`src/rtl/bps_pkg.sv`:
```
package bps_pkg;
  typedef enum logic [1:0] {
    ST_IDLE   = 2'd0,
    ST_SEARCH = 2'd1,
    ST_ACQ    = 2'd2,
    ST_RESP   = 2'd3
  } bps_state_e;
endpackage

```
`src/rtl/bps_slot_regs.sv`:
```
module bps_slot_regs #(
  parameter int NUM_POOLS = 8,
  parameter int ID_W      = 6,
  parameter int SIZE_W    = 16,
  localparam int IDX_W    = (NUM_POOLS > 1) ? $clog2(NUM_POOLS) : 1
) (
  input  logic              clk,
  input  logic              rst,
  input  logic              we,
  input  logic [IDX_W-1:0]  widx,
  input  logic              wvalid,
  input  logic [ID_W-1:0]   wid,
  input  logic [SIZE_W-1:0] wsize,
  output logic              slot_vld  [NUM_POOLS],
  output logic [ID_W-1:0]   slot_id   [NUM_POOLS],
  output logic [SIZE_W-1:0] slot_size [NUM_POOLS]
);
  for (genvar g = 0; g < NUM_POOLS; g++) begin : g_slot
    always_ff @(posedge clk) begin
      if (rst) begin
        slot_vld[g]  <= 1'b0;
        slot_id[g]   <= '0;
        slot_size[g] <= '0;
      end else if (we && widx == IDX_W'(g)) begin
        slot_vld[g]  <= wvalid;
        slot_id[g]   <= wid;
        slot_size[g] <= wsize;
      end
    end
  end
endmodule

```
`src/rtl/bps_fit_finder.sv`:
```
module bps_fit_finder #(
  parameter int NUM_POOLS = 8,
  parameter int ID_W      = 6,
  parameter int SIZE_W    = 16,
  localparam int IDX_W    = (NUM_POOLS > 1) ? $clog2(NUM_POOLS) : 1,
  localparam int CUR_W    = $clog2(NUM_POOLS + 1)
) (
  input  logic              slot_vld  [NUM_POOLS],
  input  logic [SIZE_W-1:0] slot_size [NUM_POOLS],
  input  logic [SIZE_W-1:0] frame_len,
  input  logic [CUR_W-1:0]  start,
  output logic              hit,
  output logic [IDX_W-1:0]  hit_idx
);
  logic [NUM_POOLS-1:0] cand;

  // A slot is a candidate if it is enabled, big enough, and not below the cursor.
  for (genvar g = 0; g < NUM_POOLS; g++) begin : g_cand
    assign cand[g] = slot_vld[g] && (slot_size[g] >= frame_len)
                     && (CUR_W'(g) >= start);
  end

  // The lowest-index candidate wins: slots are in ascending size order.
  always_comb begin
    hit     = 1'b0;
    hit_idx = '0;
    for (int i = NUM_POOLS - 1; i >= 0; i--) begin
      if (cand[i]) begin
        hit     = 1'b1;
        hit_idx = IDX_W'(i);
      end
    end
  end
endmodule

```
`src/rtl/buf_pool_selector.sv`:
```
module buf_pool_selector #(
  parameter int NUM_POOLS = 8,
  parameter int ID_W      = 6,
  parameter int SIZE_W    = 16,
  parameter int ADDR_W    = 32,
  localparam int IDX_W    = (NUM_POOLS > 1) ? $clog2(NUM_POOLS) : 1,
  localparam int CUR_W    = $clog2(NUM_POOLS + 1)
) (
  input  logic              clk,
  input  logic              rst,
  input  logic              cfg_we,
  input  logic [IDX_W-1:0]  cfg_idx,
  input  logic              cfg_valid,
  input  logic [ID_W-1:0]   cfg_pool_id,
  input  logic [SIZE_W-1:0] cfg_buf_size,
  input  logic              req_valid,
  output logic              req_ready,
  input  logic [SIZE_W-1:0] req_len,
  output logic              rsp_valid,
  input  logic              rsp_ready,
  output logic              rsp_ok,
  output logic [ID_W-1:0]   rsp_pool_id,
  output logic [ADDR_W-1:0] rsp_addr,
  output logic              acq_valid,
  output logic [ID_W-1:0]   acq_pool_id,
  input  logic              acq_ack,
  input  logic              acq_depleted,
  input  logic [ADDR_W-1:0] acq_addr
);
  import bps_pkg::*;

  logic              slot_vld  [NUM_POOLS];
  logic [ID_W-1:0]   slot_id   [NUM_POOLS];
  logic [SIZE_W-1:0] slot_size [NUM_POOLS];

  bps_state_e        state;
  logic [SIZE_W-1:0] len_q;
  logic [CUR_W-1:0]  cursor;
  logic [IDX_W-1:0]  cur_idx;
  logic [SIZE_W-1:0] acq_size_q;
  logic              fit_hit;
  logic [IDX_W-1:0]  fit_idx;

  bps_slot_regs #(.NUM_POOLS(NUM_POOLS), .ID_W(ID_W), .SIZE_W(SIZE_W)) u_regs (
    .clk(clk), .rst(rst), .we(cfg_we), .widx(cfg_idx), .wvalid(cfg_valid),
    .wid(cfg_pool_id), .wsize(cfg_buf_size),
    .slot_vld(slot_vld), .slot_id(slot_id), .slot_size(slot_size)
  );

  bps_fit_finder #(.NUM_POOLS(NUM_POOLS), .ID_W(ID_W), .SIZE_W(SIZE_W)) u_find (
    .slot_vld(slot_vld), .slot_size(slot_size), .frame_len(len_q),
    .start(cursor), .hit(fit_hit), .hit_idx(fit_idx)
  );

  always_ff @(posedge clk) begin
    if (rst) begin
      state       <= ST_IDLE;
      req_ready   <= 1'b1;
      len_q       <= '0;
      cursor      <= '0;
      cur_idx     <= '0;
      acq_valid   <= 1'b0;
      acq_pool_id <= '0;
      acq_size_q  <= '0;
      rsp_valid   <= 1'b0;
      rsp_ok      <= 1'b0;
      rsp_pool_id <= '0;
      rsp_addr    <= '0;
    end else begin
      unique case (state)
        ST_IDLE: begin
          if (req_valid) begin
            len_q     <= req_len;
            cursor    <= '0;
            req_ready <= 1'b0;
            state     <= ST_SEARCH;
          end
        end
        ST_SEARCH: begin
          if (fit_hit) begin
            cur_idx     <= fit_idx;
            acq_valid   <= 1'b1;
            acq_pool_id <= slot_id[fit_idx];
            acq_size_q  <= slot_size[fit_idx];
            state       <= ST_ACQ;
          end else begin
            rsp_valid   <= 1'b1;
            rsp_ok      <= 1'b0;
            rsp_pool_id <= '0;
            rsp_addr    <= '0;
            state       <= ST_RESP;
          end
        end
        ST_ACQ: begin
          if (acq_ack) begin
            acq_valid <= 1'b0;
            if (acq_depleted) begin
              cursor <= CUR_W'(cur_idx) + CUR_W'(1);
              state  <= ST_SEARCH;
            end else begin
              rsp_valid   <= 1'b1;
              rsp_ok      <= 1'b1;
              rsp_pool_id <= acq_pool_id;
              rsp_addr    <= acq_addr;
              state       <= ST_RESP;
            end
          end
        end
        ST_RESP: begin
          if (rsp_ready) begin
            rsp_valid <= 1'b0;
            req_ready <= 1'b1;
            state     <= ST_IDLE;
          end
        end
        default: state <= ST_IDLE;
      endcase
    end
  end

  AST_ACQ_HOLD: assert property (@(posedge clk) disable iff (rst)
    acq_valid && !acq_ack |=> acq_valid && $stable(acq_pool_id));
  AST_NO_ACQ_IDLE: assert property (@(posedge clk) disable iff (rst)
    req_ready |-> !acq_valid);
  AST_RSP_HOLD: assert property (@(posedge clk) disable iff (rst)
    rsp_valid && !rsp_ready |=> rsp_valid && $stable(rsp_ok) && $stable(rsp_pool_id) && $stable(rsp_addr));
  AST_READY_EXCL: assert property (@(posedge clk) disable iff (rst)
    !(req_ready && rsp_valid));
  AST_FIT_ONLY: assert property (@(posedge clk) disable iff (rst)
    $rose(acq_valid) |-> acq_size_q >= len_q);
  AST_OK_AFTER_ACK: assert property (@(posedge clk) disable iff (rst)
    $rose(rsp_valid) && rsp_ok |-> $past(acq_ack) && !$past(acq_depleted));
endmodule

```
`config.mk`:
```
export PLATFORM = sky130hd
export DESIGN_NAME = buf_pool_selector
export DESIGN_NICKNAME = d
export VERILOG_FILES = /design/src/rtl/bps_pkg.sv /design/src/rtl/bps_slot_regs.sv /design/src/rtl/bps_fit_finder.sv /design/src/rtl/buf_pool_selector.sv
export SDC_FILE = /design/constraint.sdc
export NUM_CORES = 1
export LEC_CHECK = 0
export BUFFER_PORTS_ARGS = -buffer_cell sky130_fd_sc_hd__buf_4
export CAP_MARGIN = 30
export CORE_ASPECT_RATIO = 1.1
export CORE_MARGIN = 2
export CORE_UTILIZATION = 50
export DETAILED_ROUTE_END_ITERATION = 8
export GPL_TIMING_DRIVEN = 0
export PLACE_DENSITY = 0.69
export SLEW_MARGIN = 10
export SYNTH_ARGS = -nofsm -noshare
export SYNTH_HDL_FRONTEND = slang
export SYNTH_SLANG_ARGS = --single-unit
export TNS_END_PERCENT = 50
```
`constraint.sdc`:
```
create_clock -name clk -period 7.7 [get_ports clk]
set_input_delay 1.155 -clock clk [delete_from_list [all_inputs] [get_ports clk]]
set_output_delay 1.155 -clock clk [all_outputs]
set_load 0.1 [all_outputs]
```
==> results_dict.tcl <==
set metrics [dict create \
    grt_pass1_wl_um 59500 \
    h-tree-depth 1 \
    setup_viol 0 \
    tns_ns 0 \
    grt_usage_pct 28.8 \
    synth-seq-area-share_pct 41.0 \
    postCtsSetupBuffers 0 \
    final_cell_mix "nand2_1 (434), dfxtp_1 (257), a21oi_1 (244)" \
    first_global_vias 11000 \
    cts_buffers 28 \
    period_needed_ns 4.00 \
    crit_type "reg -> reg" \
    die_w_um 155 \
    synth_top_cell_area_share_pct 41.0 \
    overflow 0 \
    critPathBufInv 0 \
    finClkSkew_ns 0.0174 \
    cts_tree "yes" \
    rr_worst_depth 10 \
    root_buffer "clkbuf_16" \
    dp.final_hpwl_um 27600 \
    portBuffers 102 \
    nNetsFinal 1896 \
    core_um2 24500 \
    synthFlopType "dfxtp_1" \
    crit_cells 10 \
    drc 0 \
    cp-startpoint "len_q[0]$_SDFFE_PP0P_" \
    yosys.area.top_type "dfxtp_1" \
    crit_slowest_cell "a211oi_1" \
    holdWs_ns 0.452 \
    cts_hold_buf 0 \
    grt_max_degree 14 \
    finalMaxSlewViolations 0 \
    rr_startpoint "len_q[0]$_SDFFE_PP0P_" \
    required_ns 8.17 \
    cts_resized 0 \
    gp_congestion 0.934 \
    mostFrequentLayoutCell "nand2_1" \
    async_flop_share_pct 0 \
    die_h_um 170 \
    netlist_area_um2 12600 \
    via_per_inst 5.77 \
    r2r_setup_slack_ns 3.70 \
    arrival_ns 4.47 \
    p_per_area_nw_per_um2 217 \
    fmax_mhz 250 \
    tightest_slew_ns 0.981 \
    ys_ff_latch 257 \
    synth_warnings 0 \
    num_rows 60 \
    final_util_pct 59.4 \
    cp-start-kind "flip-flop" \
    syn-num-nets 1763 \
    clock_path_buffers 3 \
    period_share_pct 52.0 \
    crit_top_cell "a211oi_1" \
    cp_slowest_stage_delay_ns 0.76 \
    synthCells 1553 \
    vias 11600 \
    finalPower_mw 3.16 \
    antenna_left 0 \
    grt_setup_unrepaired "false" \
    hold_viol 0 \
    syn_area_per_cell_um2 8.09 \
    relSlewSlack_pct 34.1 \
    start_util_pct 51.2 \
    clk_latency_ns 0.55 \
    synth_cell_types 72 \
    crit_fanout 9 \
    ios 129 \
    fillers 2229 \
    routedWlPerCell_um 19.1 \
    drv_cap 0 \
    crit_family "compound AO/OA/AOI/OAI gates" \
    cp-endpoint "acq_pool_id[3]$_SDFFE_PP0P_" \
    multi_input_area_um2 6880 \
    synth_edf_count 0 \
    netlist_top_cells_area "dfxtp_1 (41%), nand2_1 (13%), ha_1 (13%)" \
    max-vdd-ir-drop_uv 198 \
    clkTransAtPathRegs_ns 0.06 \
    status "completed" \
    n_antenna_cell 0 \
    routed_wl_um 38400 \
    p_leak_nw 5.74 \
    seq_area_um2 5140 \
    first_iter_violations 919 \
    numClockSinks 257 \
    rr_endpoint "acq_pool_id[3]$_SDFFE_PP0P_" \
    dieArea_um2 26400 \
    grt_antenna_before_repair 0 \
    areaGrowthSynthToFinish_pct 16.1 \
    path_cells "ha_1 > nand2b_1 > a211oi_1 > o211ai_1 > a211oi_1 > o21ai_1 > o41ai_4 > a211oi_1 > a31oi_1 > a221o_1" \
    drive_above_1_share_pct 11.6 \
    hp-class "reg -> reg" \
    end_kind "flip-flop" \
    drt_first_pass_iters 6 \
]
[worst min-delay path by stage]
stage,startpoint,end,slack (ns),cells past startpoint
floorplan,u_regs.slot_vld[6]$_SDFFE_PP0P_,u_regs.slot_vld[6]$_SDFFE_PP0P_,0.43,2
global placement,u_regs.slot_id[21]$_SDFFE_PP0P_,u_regs.slot_id[21]$_SDFFE_PP0P_,0.44,2
detailed placement,u_regs.slot_id[21]$_SDFFE_PP0P_,u_regs.slot_id[21]$_SDFFE_PP0P_,0.44,2
CTS,u_regs.slot_id[21]$_SDFFE_PP0P_,u_regs.slot_id[21]$_SDFFE_PP0P_,0.45,2
global route,u_regs.slot_size[0]$_SDFFE_PP0P_,u_regs.slot_size[0]$_SDFFE_PP0P_,0.46,2
finish,u_regs.slot_id[45]$_SDFFE_PP0P_,u_regs.slot_id[45]$_SDFFE_PP0P_,0.45,2
[per-layer routing]
metal	track usage, %	up-vias	part of all wire (%)
met4	10.2	0	3.3
met1	37.7	5497	43
met2	48.4	413	47
met5	0	-	0
li1	-	5635	-
met3	4.41	91	7.2
[synth_stat cells, drive strengths merged, types with 5 or more instances]
master	count
a211oi	17
a21o	13
a21oi	248
a221o	6
a22oi	41
a31oi	10
and3	8
buf	9
clkbuf	94
dfxtp	257
ha	129
inv	25
mux2	10
nand2	434
nand2b	16
nand3	31
nand4	18
nor2	77
nor2b	5
nor3	10
o211ai	8
o21a	11
o21ai	26
[layout make-up]
class                           count  share of cell area (%)
Buffer                            103                    3.02
Tap cell                          310                    2.66
Clock buffer                       44                    5.70
Timing Repair Buffer              103                    5.28
Sequential cell                   257                    35.3
Multi-Input combinational cell   1168                    47.2
Clock inverter                      6                   0.249
Inverter                           25                   0.643
[metrics by stage]
step                      instances  setup slack, ns  instance area (µm²)
after floorplan                1553             4.78                12600
after global placement         1965             3.61                13700
after detailed placement       1966             3.81                13700
after CTS                      2016             3.78                14600
after global routing           2016             3.53                14600
final                          2016             3.70                14600
[worst register-to-register path, cell delays in order, from the launching register on]
cell and delay (ns):
dfxtp_1 0.65, ha_1 0.33, nand2b_1 0.14, a211oi_1 0.25, o211ai_1 0.15, a211oi_1 0.76
o21ai_1 0.33, o41ai_4 0.75, a211oi_1 0.20, a31oi_1 0.20, a221o_1 0.17
[where the power goes]
| part | internal [mW] | total (mW) | switching [mW] |
|---|---|---|---|
| combinational | 0.157 | 0.490 | 0.333 |
| sequential | 1.37 | 1.39 | 0.0226 |
| clock | 0.737 | 1.28 | 0.546 |
| total | 2.26 | 3.16 | 0.901 |
[sequential cells by signal, summed over array words and instances, names as in the netlist]
| register | cells |
|---|---|
| cur_idx | 3 |
| rsp_pool_id | 6 |
| rsp_addr | 32 |
| acq_pool_id | 6 |
| req_ready | 1 |
| u_regs.slot_id | 48 |
| rsp_valid | 1 |
| cursor | 4 |
| acq_valid | 1 |
| len_q | 16 |
| rsp_ok | 1 |
| u_regs.slot_size | 128 |
| u_regs.slot_vld | 8 |
| state | 2 |
[kinds of logic (layout without fill, tap and decap cells)]
logic type / Yosys count / count (layout) / share of synthesized area [%]
multiplexers: 12 / 12 / 1.09
AND/OR/NAND/NOR: 613 / 613 / 20.4
XOR/XNOR: 1 / 1 / 0.0697
flip-flops: 257 / 257 / 41.0
buffers and inverters: 128 / 281 / 4.25
adder cells (fa/ha/maj): 129 / 129 / 12.8
AO/OA/AOI/OAI: 413 / 413 / 20.3
Note: power is estimated with default switching activity, not from simulation.
